`src/rtl/cellq_pkg.sv`:
```
package cellq_pkg;

    typedef enum logic {
        OP_APPEND = 1'b0,
        OP_REMOVE = 1'b1
    } cq_op_e;

    typedef enum logic {
        ST_IDLE = 1'b0,
        ST_EXEC = 1'b1
    } cq_state_e;

    function automatic int unsigned idx_width(input int unsigned n);
        return (n > 1) ? $clog2(n) : 1;
    endfunction

endpackage

```
`src/rtl/cq_link_ram.sv`:
```
module cq_link_ram #(
    parameter int NUM_BUFS = 32,
    parameter int BW       = 5
) (
    input  logic          clk,
    input  logic          we,
    input  logic [BW-1:0] waddr,
    input  logic [BW-1:0] wdata,
    input  logic [BW-1:0] raddr,
    output logic [BW-1:0] rdata
);
    logic [BW-1:0] mem [NUM_BUFS];

    always_ff @(posedge clk) begin
        if (we) mem[waddr] <= wdata;
    end

    // Read is combinational so the controller resolves a removal in one cycle
    assign rdata = mem[raddr];
endmodule

```
`src/rtl/cq_ht_regs.sv`:
```
module cq_ht_regs #(
    parameter int NQ = 4,
    parameter int QW = 2,
    parameter int BW = 5
) (
    input  logic             clk,
    input  logic             rst,
    input  logic [QW-1:0]    sel_q,
    output logic [BW-1:0]    head_rd,
    output logic [BW-1:0]    tail_rd,
    input  logic             we_head,
    input  logic             we_tail,
    input  logic [BW-1:0]    head_wdata,
    input  logic [BW-1:0]    tail_wdata,
    output logic [NQ*BW-1:0] head_flat
);
    logic [BW-1:0] head_r [NQ];
    logic [BW-1:0] tail_r [NQ];

    for (genvar g = 0; g < NQ; g++) begin : g_queue
        always_ff @(posedge clk) begin
            if (rst) begin
                head_r[g] <= '0;
                tail_r[g] <= '0;
            end else begin
                if (we_head && sel_q == QW'(g)) head_r[g] <= head_wdata;
                if (we_tail && sel_q == QW'(g)) tail_r[g] <= tail_wdata;
            end
        end
        assign head_flat[g*BW +: BW] = head_r[g];
    end

    assign head_rd = head_r[sel_q];
    assign tail_rd = tail_r[sel_q];
endmodule

```
`src/rtl/cq_ctrl.sv`:
```
module cq_ctrl
    import cellq_pkg::*;
#(
    parameter int QW = 2,
    parameter int BW = 5
) (
    input  logic          clk,
    input  logic          rst,
    input  logic          req_valid,
    output logic          req_ready,
    input  logic          req_op,
    input  logic [QW-1:0] req_queue,
    input  logic [BW-1:0] req_buf,
    output logic [QW-1:0] sel_q,
    input  logic [BW-1:0] head_rd,
    input  logic [BW-1:0] tail_rd,
    input  logic [BW-1:0] link_rd,
    output logic [BW-1:0] link_raddr,
    output logic          we_head,
    output logic          we_tail,
    output logic [BW-1:0] head_wdata,
    output logic [BW-1:0] tail_wdata,
    output logic          link_we,
    output logic [BW-1:0] link_waddr,
    output logic [BW-1:0] link_wdata,
    output logic          done,
    output logic [BW-1:0] done_buf,
    output logic          done_empty,
    output logic          done_err
);
    typedef struct packed {
        cq_op_e        op;
        logic [QW-1:0] queue;
        logic [BW-1:0] buf_no;
    } cq_req_t;

    typedef struct packed {
        logic          empty;
        logic          err;
        logic [BW-1:0] buf_no;
    } cq_res_t;

    cq_state_e state_q;
    cq_req_t   req_q;
    cq_res_t   res_c;
    logic      q_empty;

    assign req_ready  = (state_q == ST_IDLE);
    assign sel_q      = req_q.queue;
    assign link_raddr = head_rd;
    assign q_empty    = (head_rd == '0);

    always_comb begin
        we_head    = 1'b0;
        we_tail    = 1'b0;
        head_wdata = '0;
        tail_wdata = '0;
        link_we    = 1'b0;
        link_waddr = tail_rd;
        link_wdata = req_q.buf_no;
        res_c      = '0;
        if (state_q == ST_EXEC) begin
            if (req_q.op == OP_APPEND) begin
                if (req_q.buf_no == '0) begin
                    res_c.err = 1'b1;
                end else if (q_empty) begin
                    we_head    = 1'b1;
                    we_tail    = 1'b1;
                    head_wdata = req_q.buf_no;
                    tail_wdata = req_q.buf_no;
                end else begin
                    link_we    = 1'b1;
                    we_tail    = 1'b1;
                    tail_wdata = req_q.buf_no;
                end
            end else begin
                if (q_empty) begin
                    res_c.empty = 1'b1;
                end else begin
                    res_c.buf_no = head_rd;
                    we_head      = 1'b1;
                    head_wdata   = (head_rd == tail_rd) ? '0 : link_rd;
                end
            end
        end
    end

    always_ff @(posedge clk) begin
        if (rst) begin
            state_q    <= ST_IDLE;
            req_q      <= '0;
            done       <= 1'b0;
            done_buf   <= '0;
            done_empty <= 1'b0;
            done_err   <= 1'b0;
        end else begin
            done       <= 1'b0;
            done_buf   <= '0;
            done_empty <= 1'b0;
            done_err   <= 1'b0;
            case (state_q)
                ST_IDLE: begin
                    if (req_valid) begin
                        req_q.op     <= cq_op_e'(req_op);
                        req_q.queue  <= req_queue;
                        req_q.buf_no <= req_buf;
                        state_q      <= ST_EXEC;
                    end
                end
                default: begin
                    done       <= 1'b1;
                    done_buf   <= res_c.buf_no;
                    done_empty <= res_c.empty;
                    done_err   <= res_c.err;
                    state_q    <= ST_IDLE;
                end
            endcase
        end
    end
endmodule

```
`src/rtl/cellq_mgr.sv`:
```
module cellq_mgr
    import cellq_pkg::*;
#(
    parameter int NUM_QUEUES = 4,
    parameter int NUM_BUFS   = 32,
    localparam int QW = idx_width(NUM_QUEUES),
    localparam int BW = idx_width(NUM_BUFS)
) (
    input  logic          clk,
    input  logic          rst,
    input  logic          req_valid,
    output logic          req_ready,
    input  logic          req_op,
    input  logic [QW-1:0] req_queue,
    input  logic [BW-1:0] req_buf,
    output logic          done,
    output logic [BW-1:0] done_buf,
    output logic          done_empty,
    output logic          done_err
);
    logic [QW-1:0]            sel_q;
    logic [BW-1:0]            head_rd, tail_rd, link_rd, link_raddr;
    logic                     we_head, we_tail, link_we;
    logic [BW-1:0]            head_wdata, tail_wdata, link_waddr, link_wdata;
    logic [NUM_QUEUES*BW-1:0] head_flat;

    cq_ctrl #(.QW(QW), .BW(BW)) ctrl_i (
        .clk(clk), .rst(rst),
        .req_valid(req_valid), .req_ready(req_ready), .req_op(req_op),
        .req_queue(req_queue), .req_buf(req_buf),
        .sel_q(sel_q), .head_rd(head_rd), .tail_rd(tail_rd),
        .link_rd(link_rd), .link_raddr(link_raddr),
        .we_head(we_head), .we_tail(we_tail),
        .head_wdata(head_wdata), .tail_wdata(tail_wdata),
        .link_we(link_we), .link_waddr(link_waddr), .link_wdata(link_wdata),
        .done(done), .done_buf(done_buf),
        .done_empty(done_empty), .done_err(done_err)
    );

    cq_ht_regs #(.NQ(NUM_QUEUES), .QW(QW), .BW(BW)) ht_i (
        .clk(clk), .rst(rst), .sel_q(sel_q),
        .head_rd(head_rd), .tail_rd(tail_rd),
        .we_head(we_head), .we_tail(we_tail),
        .head_wdata(head_wdata), .tail_wdata(tail_wdata),
        .head_flat(head_flat)
    );

    cq_link_ram #(.NUM_BUFS(NUM_BUFS), .BW(BW)) link_i (
        .clk(clk), .we(link_we), .waddr(link_waddr), .wdata(link_wdata),
        .raddr(link_raddr), .rdata(link_rd)
    );
endmodule

```
`config.mk`:
```
export PLATFORM = sky130hd
export DESIGN_NAME = cellq_mgr
export DESIGN_NICKNAME = d
export VERILOG_FILES = /design/src/rtl/cellq_pkg.sv /design/src/rtl/cq_link_ram.sv /design/src/rtl/cq_ht_regs.sv /design/src/rtl/cq_ctrl.sv /design/src/rtl/cellq_mgr.sv
export SDC_FILE = /design/constraint.sdc
export NUM_CORES = 1
export LEC_CHECK = 0
export ABC_CLOCK_PERIOD_IN_PS = 2550
export BUFFER_PORTS_ARGS = -buffer_cell sky130_fd_sc_hd__buf_2
export CORE_ASPECT_RATIO = 0.5
export CORE_MARGIN = 4
export CORE_UTILIZATION = 58
export CTS_BUF_LIST = sky130_fd_sc_hd__clkbuf_4
export CTS_CLUSTER_DIAMETER = 200
export CTS_CLUSTER_SIZE = 40
export DETAILED_ROUTE_END_ITERATION = 8
export PLACE_DENSITY = 0.78
export SYNTH_ARGS = -nofsm -noshare
export SYNTH_HDL_FRONTEND = slang
export SYNTH_SLANG_ARGS = --single-unit
```
`constraint.sdc`:
```
create_clock -name clk -period 2.55 [get_ports clk]
set_input_delay 0.255 -clock clk [delete_from_list [all_inputs] [get_ports clk]]
set_output_delay 0.255 -clock clk [all_outputs]
set_load 0.005 [all_outputs]
```
Word level (Yosys, flattened, before mapping)
Memory sizes are Yosys's and may differ from the RTL's. A register that Yosys moved wholly into a read port is not among the register bits.
Index checks and enable logic that the tools add are counted.
{"block": "classes", "addsub": 0, "muxes": 63, "n_lt_le_gt_ge": 0, "n_eq_ne": 4, "n_bitwise": 10, "multipliers": 0, "n_shift": 0, "reduce_logical": 16, "n_div": 0}
{"operator": "5-bit two-way mux", "n": 17}
{"operator": "1-bit two-way mux", "n": 42}
{"operator": "5-bit zero test", "n": 2}
{"operator": "1-bit logical AND", "n": 8}
{"operator": "2-bit two-way mux", "n": 4}
{"operator": "1-bit bitwise OR", "n": 8}
{"operator": "3-bit OR reduction", "n": 2}
{"operator": "5-bit equality test", "n": 1}
{"operator": "2-bit equality test (second input constant)", "n": 2}
{"operator": "4-bit OR reduction", "n": 1}
{"operator": "2-bit by 1-bit equality test with 1-bit output (second input constant)", "n": 1}
{"operator": "2-bit zero test", "n": 1}
{"operator": "1-bit inverter", "n": 2}
{"operator": "2-bit AND reduction", "n": 1}
{"operator": "2-bit OR reduction", "n": 1}
{"block": "totals", "mem_bits_rw": 200, "romBits": 0, "wordCells": 104, "latch_bits": 0, "out_inout_bits": 9, "n_memories": 3, "register_bits": 17, "in_bits": 11}
{"name": "link_i.mem", "words": 32, "width": 5, "rd": 1, "rd_ports_with_merged_regs": 0, "write_ports": 1, "line_no": "cq_link_ram.sv:12", "rtl": "logic [BW-1:0] mem [NUM_BUFS];"}
{"name": "ht_i.head_r", "words": 4, "width": 5, "rd": 1, "rd_ports_with_merged_regs": 1, "write_ports": 4, "line_no": "cq_ht_regs.sv:17", "rtl": "logic [BW-1:0] head_r [NQ];"}
{"name": "ht_i.tail_r", "words": 4, "width": 5, "rd": 1, "rd_ports_with_merged_regs": 1, "write_ports": 4, "line_no": "cq_ht_regs.sv:18", "rtl": "logic [BW-1:0] tail_r [NQ];"}

Longest topological paths before layout
Gate-level depths: netlist of run 1.
{"block": "depth", "depth_word": 10, "mapped_depth": 10, "mapped_depth_nobuf": 7}

Modules after synthesis
A second synthesis of run 1 with hierarchy kept.
{"block": "hier_totals", "hier_cells": 502, "area_unflattened_um2": 8962.3}
{"module": "cq_link_ram", "cells_per_inst": 272, "instances": 1, "seq_area_each_um2": 4804.6, "area_each_um2": 6244.7}
{"module": "cq_ht_regs", "cells_per_inst": 125, "instances": 1, "seq_area_each_um2": 1201.2, "area_each_um2": 1849.3}
{"module": "cq_ctrl", "cells_per_inst": 105, "instances": 1, "seq_area_each_um2": 340.3, "area_each_um2": 868.3}

Least setup slack after synthesis of run 1
OpenSTA, ideal clock, no wires.
{"block": "synth_path", "path_type": "reg-to-reg", "from": "register (tool-made name)", "to": "memory ht_i.head_r[2][3] (data pin)", "arrival_ns": 2.181, "synth_period_minus_slack_ns": 2.438, "path_buffers": 2, "setup_ns": 0.257, "t_required_ns": 2.293, "path_slack_ns": 0.112, "stages_incl_launch_ff": 10, "cell_sequence": "dfxtp_1 -> buf_6 -> mux4_2 -> buf_6 -> mux4_2 -> a32oi_1 -> o21ai_1 -> a211oi_2 -> o21ai_1 -> nor2b_1"}
{"item": "end: declaration", "line_no": "cq_ht_regs.sv:17"}

==> results.cfg, run 1 <==
[global_routing]
grt_first_pass_wirelength_um = 31800
first_global_vias = 5327
grt_antenna_before_repair = 0
grt_max_degree = 42
overflow = 0
grt.total_usage = 0.233

[sta]
report.final.setup_viol = 43
hold_violations = 0
worstMarginPinSlew_ns = 0.543
clock_skew_ns = 0.0788
slew_headroom = 0.638
fin_crit_sh = 1.11
drv_slew = 0
rsz0062_at_grt = true
period_needed_ns = 2.83
max_freq_mhz = 354
worst_slack_ns = -0.279
timing.hold.ws_ns = 0.361

[setup_path]
cp_common_cell = mux2i_1
arrival_ns = 3.36
cp_max_fo = 7
slowest_delay_ns = 0.74
path_buf_inv = 2
reg2reg_to = ht_i.head_r[1][2]
path_cells = mux4_4 -> buf_12 -> buf_6 -> mux2i_1 -> mux2i_1 -> a32oi_2 -> nand3_2 -> o21ai_4 -> a21oi_1
reg2reg_slack_ns = -0.28
reg2regPathDepth = 9
worstPathRequired_ns = 3.08
critPathSlowestCell = mux4_4
critical_path_class = register to register
path_delay_family = multiplexers
worst_setup_path_start_kind = register
end_kind = register

[final_layout]
final_area_sq_mm = 0.0108
final_util = 0.700
syn_to_final_growth_pct = 18.3
fin_nets = 708
layout-drive-gt1-share = 0.324
final_cells = 901
n_antenna_cell = 0

[logic_synthesis]
yosysWarnings = 0
synth_seq_cells = 219
async_flop_share = 0
synth_top_area_cell = edfxtp_1
synthCells = 608
synth-main-ff-cell = edfxtp_1
synth_top_area_frac = 0.658
synth.distinct_cells = 50
synth.area.top_cells = edfxtp_1 66%, mux2i_1 7.8%, dfxtp_1 4.2%
synth_edf_count = 200
synth_nets = 619
synth_area_sq_mm = 0.00913
postSynthAreaPerCell_sq_um = 15.0
synth_seq_area_share = 0.700

[clock_network]
clk-insertion-delay-late_ns = 0.70
cts-root-buf = clkbuf_4
cts_tree = yes
clk_path_buf_depth = 3
htree_levels = 1
numCtsBuffers = 9
clock-sinks = 219
cts.clk_slew.worst_paths_ns = 0.39

[drt]
wl_per_cell_um = 23.9
dr.pass1.iters = 5
ant_nets = 0
viasPerCell = 6.27
drc = 0
route.vias.total = 5646
drt_wl_total_um = 21500
drt_iter0_markers = 634

[pwr]
p_sw_uw = 1550
swShare = 0.255
power.leakage_uw = 0.00360
max-vdd-ir-drop_mv = 0.415
pwr-share-clk = 0.197
power.density_mw_per_mm2 = 565
comb_power_share = 0.150
seqPwrFrac = 0.653
power.internal_uw = 4550

[floorplan]
ios = 20
core_sq_mm = 0.0154
die_area_sq_mm = 0.0179
rows = 32
die_h_um = 96.7
start_util = 0.592
die_width_um = 185

[min_path]
min_path_type = input pin to register
min_path_cells = 4
hp-start = req_buf[0]
hold_end = ctrl_i.link_wdata[0]

[place]
pre_cts_ws_ns = -0.331
hpwl_um = 13400
io_buffers = 19
dp_cells = 855
globalplace.congestion = 0.895
placed_area_sq_mm = 0.00975

[status]
violations = setup timing
status = finished, violations left

[flow_run]
cap_viol_max_count = 0
[metal layers]
layer,vias to the layer above,track usage,wire length [um]
li1,2474,-,-
met1,2797,0.361,8850
met2,338,0.352,9910
met3,35,0.0413,2330
met4,2,0.0423,371
met5,-,0.0286,63
[worst register-to-register path, delay by kind of cell, from the launching register on]
kind	cells	cell delay [ns]
AND/OR/NAND/NOR	1	0.17
buffers and inverters	2	0.31
flip-flops	1	0.46
AO/OA/AOI/OAI	3	0.68
multiplexers	3	1.03
[synth_stat cells, types with 2 or more instances]
| library cell | number |
|---|---|
| a21boi_0 | 2 |
| a21o_1 | 8 |
| a21oi_1 | 18 |
| a22oi_1 | 5 |
| a31oi_1 | 2 |
| a32oi_1 | 5 |
| and2_1 | 4 |
| and3_1 | 4 |
| buf_1 | 6 |
| buf_2 | 7 |
| buf_4 | 4 |
| buf_6 | 6 |
| clkbuf_1 | 3 |
| dfxtp_1 | 19 |
| edfxtp_1 | 200 |
| inv_1 | 3 |
| mux2_2 | 10 |
| mux2i_1 | 71 |
| mux4_1 | 2 |
| mux4_2 | 16 |
| nand2_1 | 67 |
| nand2b_1 | 3 |
| nand3_1 | 8 |
| nand4_1 | 2 |
| nor2_1 | 82 |
| nor2b_1 | 14 |
| nor3_1 | 2 |
| o211ai_1 | 4 |
| o21ai_1 | 3 |
| o21ai_2 | 2 |
| o22ai_1 | 4 |
| xnor2_1 | 3 |
| xor2_1 | 2 |
[cells by family after synthesis]
group	synth area share
compound gates	0.0491
xor+xnor	0.00480
buf+inv	0.0195
flops	0.700
mux	0.135
simple gates	0.0913
[placed cells by master, fill, tap and decap left out, types with 3 or more instances in the layout]
master / instances
o21ai_2: 3
o22ai_2: 3
mux2i_1: 66
and3_1: 4
buf_2: 19
nand2_2: 6
nand2_1: 54
and2_1: 4
a21oi_1: 12
nor2_1: 46
clkbuf_4: 10
inv_1: 3
nand3_1: 6
edfxtp_1: 200
buf_6: 6
a22oi_2: 3
a21oi_2: 6
nor2_2: 4
nor2b_2: 3
a32oi_2: 4
nor2_4: 32
o211ai_1: 4
dfxtp_1: 17
mux4_2: 18
nand2_8: 4
nor2b_1: 10
a21o_1: 4
buf_4: 57
dlygate4sd3_1: 14
buf_12: 6
mux2i_2: 3
a21o_4: 3
nand2_4: 3
xnor2_1: 3
mux2_2: 10
[stage by stage]
stage          setup TNS (ns)  total power, uW
2_1_floorplan               0             4500
3_3_place_gp           -27.88             4750
3_5_place_dp           -36.75             4760
4_1_cts                 -3.95             5960
5_1_grt                -10.10             6280
6_report                -5.56             6110
[final cells by class]
class	instances	area, sq um
flip-flops and latches	219	6390
fillers	905	4620
multi-input cells	361	3160
repair buffers	103	876
well taps	204	255
clock buffers	10	75.1
clock inverters	1	30.0
inverters	3	11.3
[worst max-delay path by stage]
stage                                 start                 to  slack [ns]  depth (start not counted)
after global placement             register  ht_i.head_r[3][2]       -0.28                          9
after CTS                 ht_i.head_r[3][0]  ht_i.head_r[0][1]       -0.23                          9
after floorplan                    register  ht_i.head_r[2][3]        0.11                          9
after detailed placement           register  ht_i.head_r[1][2]       -0.33                          9
after global routing      ht_i.head_r[3][0]  ht_i.head_r[1][2]       -0.36                          9
final                              register  ht_i.head_r[1][2]       -0.28                          9
[power by group through the flow]
stage               combinational, uW  sequential [uW]  clock (uW)
global placement                  694             4050           0
CTS                               791             3980        1190
finish                            916             3990        1200
global route                      961             3990        1330
detailed placement                705             4060           0
floorplan                         427             4070           0
[sequential cells by signal, indices dropped and copies added, names as in the netlist, named ones only]
signal / flops
ctrl_i.done: 1
ctrl_i.sel_q: 2
ctrl_i.state_q: 1
link_i.mem: 160
ctrl_i.link_wdata: 5
ht_i.head_r: 20
ht_i.tail_r: 20
ctrl_i.done_buf: 5
ctrl_i.done_err: 1
ctrl_i.req_q: 1
ctrl_i.done_empty: 1
[timing repair]
| item | in CTS | in global routing |
|---|---|---|
| hold buffers | 14 | 0 |
| buffers inserted | 12 | 7 |
| setup endpoints to repair | 200 | 196 |
| gates resized for setup | 67 | 88 |
| hold endpoints to repair | 12 | 0 |
| gates cloned | 1 | 1 |
| pin swaps | 15 | 16 |
No activity file was read; power rests on OpenSTA's default activity.
==> run 2, diff against run 1 <==
==> constraint.sdc (replaced) <==
create_clock -name clk -period 2.55 [get_ports clk]
set_input_delay 0.1275 -clock clk [delete_from_list [all_inputs] [get_ports clk]]
set_output_delay 0.1275 -clock clk [all_outputs]
set_load 0.005 [all_outputs]
==> run 2 against run 1 <==
The run still ends with setup timing left. Clock power about the same. Total power up 0.49%. Routed wire length up 3.5%. Via count up 2.4%. Register-to-register slack hardly changed. First-iteration DRC count rose by 14%. Critical path depth unchanged. Core utilization increased by 0.67 points. Fmax about the same. Sequential cell count stayed put. Cell area rose by 0.95%. Non-clock buffer count is 15 higher. Critical endpoint unchanged.
==> results.cfg, run 2 (synthesis results as in run 1) <==
[status]
status = finished, violations left
violations = setup timing

[final_layout]
layout-drive-gt1-share = 0.326
top_register = link_i.mem
final_area_sq_mm = 0.0109
largest_registers = link_i.mem x160, ht_i.head_r x20, ht_i.tail_r x20
final_cell_mix = 200 x edfxtp_1, 66 x mux2i_1, 57 x buf_4
final_cells = 916
n_antenna_cell = 0
fillerInstances = 869
syn_to_final_growth_pct = 19.5
multi_input_area_sq_mm = 0.00310
largest_register_ffs = 160
regArea_sq_mm = 0.00639
mostFrequentLayoutCell = edfxtp_1
fin_nets = 723

[drt]
drc = 0
ant_nets = 0
drt_iter0_markers = 725
route.vias.total = 5783
viasPerCell = 6.31
dr.pass1.iters = 6
wl_per_cell_um = 24.3
drt_wl_total_um = 22300

[sta]
worst_slack_ns = -0.281
slew_headroom = 0.561
worstMarginPinSlew_ns = 0.657
clock_skew_ns = 0.0812
rsz0062_at_grt = true
fin_crit_sh = 1.11
report.final.setup_viol = 184
period_needed_ns = 2.83
max_freq_mhz = 353
hold_violations = 0
drv_slew = 0

[clock_network]
clk-insertion-delay-late_ns = 0.71
cts_tree = yes
htree_levels = 1
numCtsBuffers = 9
cts.clk_slew.worst_paths_ns = 0.40
clock-sinks = 219
cts-root-buf = clkbuf_4
clk_path_buf_depth = 3

[floorplan]
die_h_um = 96.7
rows = 32
start_util = 0.592
core_sq_mm = 0.0154
die_width_um = 185
ios = 20
die_area_sq_mm = 0.0179

[setup_path]
critPathSlowestCell = mux4_2
slowest_delay_ns = 0.65
worstPathRequired_ns = 3.14
reg2reg_slack_ns = -0.28
reg2regPathDepth = 9
cp_max_fo = 8
worst_setup_path_start_kind = register
arrival_ns = 3.42
end_kind = register
reg2reg_to = ht_i.head_r[1][2]
path_cells = buf_12 -> mux4_2 -> buf_12 -> buf_4 -> mux4_2 -> nand2_1 -> a21boi_0 -> o21ai_4 -> a21oi_1
critical_path_class = register to register

[global_routing]
grt_first_pass_wirelength_um = 32500
grt_antenna_before_repair = 0
grt_max_degree = 42
first_global_vias = 5409
overflow = 0
grt.total_usage = 0.239

[min_path]
min_path_cells = 3
hp-start = rst
hold_end = ctrl_i.state_q
min_path_type = input pin to register

[place]
globalplace.congestion = 0.895
dp_cells = 855
placed_area_sq_mm = 0.00975
hpwl_um = 13400
io_buffers = 19

[pwr]
finalPower_uw = 6140
max-vdd-ir-drop_mv = 0.427
power.leakage_uw = 0.00369
power.density_mw_per_mm2 = 563

[flow_run]
cap_viol_max_count = 0
-- run 2: cell types whose count changed in the layout (fill, tap and decap cells not counted), sizes merged --
cell,before,now
buf,88,91
dlygate4sd3,14,26
-- run 2: cell type report --
cell class,instances,share of cell area
clock buffer,10,0.00689
clock inverter,1,0.00275
sequential,219,0.586
tap,204,0.0234
multi-input combinational,361,0.284
inverter,3,0.00103
timing repair buffer,118,0.0953
-- run 2: how the worst max path moves through the flow --
stage / start / to / slack (ns) / cells past startpoint
6_report: register / ht_i.head_r[1][2] / -0.28 / 9
5_1_grt: ht_i.head_r[3][0] / ht_i.head_r[1][3] / -0.37 / 8
4_1_cts: ht_i.head_r[3][0] / ht_i.head_r[0][1] / -0.23 / 9
3_5_place_dp: register / ht_i.head_r[1][2] / -0.33 / 9
3_3_place_gp: register / ht_i.head_r[3][2] / -0.28 / 9
2_1_floorplan: register / ht_i.head_r[2][3] / 0.11 / 9
-- run 2: critical path, delay by kind of cell (launching register included) --
kind                   cells  cell delay [ns]
AOI/OAI and AO/OA          3             0.86
buffers and inverters      3             0.48
DFF                        1             0.46
and+or+nand+nor            1             0.05
muxes                      2             0.85
-- run 2: report_power, final --
group          switching, uW  internal (uW)  leakage (uW)
logic                    536            409       0.00162
clock network            997            207     0.0000574
registers               26.5           3960       0.00201
total                   1560           4580       0.00369
-- run 2: what timing repair did --
item | CTS | global route
resized for setup | 67 | 78
gates cloned | 1 | 1
setup buffers | 12 | 11
hold endpoints to repair | 12 | 0
endpoints found under the setup margin | 200 | 196
pin swaps | 15 | 14
hold buffers | 26 | 0
-- run 2: metal layers --
layer,part of all wire,vias to the layer above,global-route usage,wire length [um]
met5,0,-,0,0
met3,0.11,45,0.0492,2530
li1,-,2494,-,-
met1,0.40,2855,0.366,8830
met2,0.47,389,0.360,10500
met4,0.020,0,0.0496,447
-- run 2: stage by stage --
step,setup TNS (ns),utilization,hold slack (ns),worst slack (ns)
6_report,-16.54,0.707,0.338,-0.281
5_1_grt,-26.59,0.707,0.361,-0.371
4_1_cts,-3.95,0.678,0.352,-0.230
3_5_place_dp,-36.75,0.632,0.374,-0.331
3_3_place_gp,-27.88,0.632,0.371,-0.285
2_1_floorplan,0,-,0.264,0.112
==> run 3, diff against run 2 <==
==> constraint.sdc (replaced) <==
create_clock -name clk -period 2.55 [get_ports clk]
set_input_delay 0.51 -clock clk [delete_from_list [all_inputs] [get_ports clk]]
set_output_delay 0.51 -clock clk [all_outputs]
set_load 0.005 [all_outputs]
==> run 3 against run 2 <==
The flow finishes with violations (hold timing, setup timing). Clock power about the same. Critical path depth shrank 1. Sequential share of layout area rose by 1.1 points. Via count shrank 2.0%. Sequential cell count unchanged. Count of clock-buffer cells in the layout is the same. Non-clock buffer count fell by 27. Worst hold slack got worse by 0.34 ns. Critical endpoint is now ht_i.head_r[2][3].
==> results.cfg, run 3 (synthesis results as in run 1) <==
[sta]
rsz0062_at_grt = true
worstMarginPinSlew_ns = 0.750
hold_violations = 1
max_freq_mhz = 346
worst_slack_ns = -0.343
slew_headroom = 0.499
drv_slew = 0
timing.hold.ws_ns = -0.00526
clock_skew_ns = 0.0774
setup_tns_ns = -10.36
report.final.setup_viol = 121
period_needed_ns = 2.89
fin_crit_sh = 1.13

[global_routing]
first_global_vias = 5182
grt_first_pass_wirelength_um = 30900
grt_max_degree = 42
grt.total_usage = 0.226
grt_antenna_before_repair = 0
overflow = 0

[setup_path]
worstPathRequired_ns = 3.08
cp_max_fo = 7
critical_path_class = register to register
arrival_ns = 3.42
end_kind = register
worst_setup_path_start_kind = register

[drt]
routed.top_layer = met4
met3_length_um = 2340
drc = 0
drt_iter0_markers = 662
ant_nets = 0
dr.pass1.iters = 5
drt_wl_total_um = 21500
wl_met1_um = 8910
route.vias.total = 5668
wl_per_cell_um = 24.2
viasPerCell = 6.38
wl_met2_um = 9880

[flow_run]
cap_viol_max_count = 0

[clock_network]
clk_path_buf_depth = 3
clock-sinks = 219
htree_levels = 1
numCtsBuffers = 9
clk-insertion-delay-late_ns = 0.70
cts_tree = yes
cts.clk_slew.worst_paths_ns = 0.40
cts-root-buf = clkbuf_4

[status]
status = finished, violations left
violations = hold timing, setup timing

[final_layout]
top_register = link_i.mem
final_cell_mix = 200 x edfxtp_1, 66 x mux2i_1, 55 x nand2_1, 55 x buf_4, 44 x nor2_1
final_util = 0.694
n_antenna_cell = 0
layout-drive-gt1-share = 0.330
fin_nets = 696
largest_registers = link_i.mem x160, ht_i.head_r x20, ht_i.tail_r x20
final_area_sq_mm = 0.0107
syn_to_final_growth_pct = 17.3
largest_register_ffs = 160
final_cells = 889
mostFrequentLayoutCell = edfxtp_1

[min_path]
min_path_type = input pin to register
hp-start = req_queue[1]

[place]
hpwl_um = 13400
globalplace.congestion = 0.895
io_buffers = 19
pre_cts_ws_ns = -0.331
placed_area_sq_mm = 0.00975
dp_cells = 855

[floorplan]
die_h_um = 96.7
die_width_um = 185
core_sq_mm = 0.0154
ios = 20
die_area_sq_mm = 0.0179
start_util = 0.592
rows = 32

[pwr]
max-vdd-ir-drop_mv = 0.408
power.density_mw_per_mm2 = 569
power.leakage_uw = 0.00355
## run 3: cell count changes in the layout (fill, tap and decap cells not counted), moves of 2 or more
cell,previous run,this run
buf_4,57,55
dlygate4sd3_1,26,2
nor2_2,24,7
nor2_4,14,31
## run 3: final timing paths
path                             to  slack (ns)  cells past startpoint
hold reg to reg     ctrl_i.done_err        0.55                      3
setup / recovery  ht_i.head_r[2][3]       -0.34                      8
setup reg to reg  ht_i.head_r[2][3]       -0.34                      8
hold / removal             register      -0.005                      3
## run 3: area by class of cell
class	instances	area [sq um]
Inverter	3	11.3
Clock buffer	10	75.1
Multi-Input combinational cell	361	3180
Sequential cell	219	6390
Timing Repair Buffer	91	763
Clock inverter	1	30.0
Fill cell	917	4710
Tap cell	204	255
## run 3: where the power goes
part | switching, uW | total [uW] | internal (uW)
Sequential | 25.3 | 3990 | 3960
Clock | 994 | 1200 | 207
Combinational | 534 | 909 | 376
## run 3: per-stage QoR
step                hold WS (ns)  power (uW)
CTS                      0.00315        5940
detailed placement         0.560        4760
floorplan                  0.477        4500
global placement           0.557        4750
global route             0.00924        6270
finish                  -0.00526        6100
## run 3: metal layers
layer | vias up | global-route usage
met1 | 2832 | 0.355
met2 | 357 | 0.340
met5 | - | 0
met4 | 0 | 0.0395
met3 | 31 | 0.0428
li1 | 2448 | -
## run 3: worst max-delay path, stage by stage, from the launching register on
cell and delay, ns:
dfxtp_4 0.46, mux4_4 0.75, buf_12 0.20, mux2i_1 0.22
mux2i_1 0.12, a221o_1 0.40, a211oi_2 0.29, o21ai_2 0.13
nor2b_1 0.14
## run 3: timing repair
action / CTS / global route
endpoints found under the hold margin: 1 / 1
pin swaps: 15 / 14
cloned: 1 / 1
hold buffers: 1 / 1
buffers inserted: 12 / 7
resized for setup: 67 / 93
setup endpoints to repair: 200 / 195
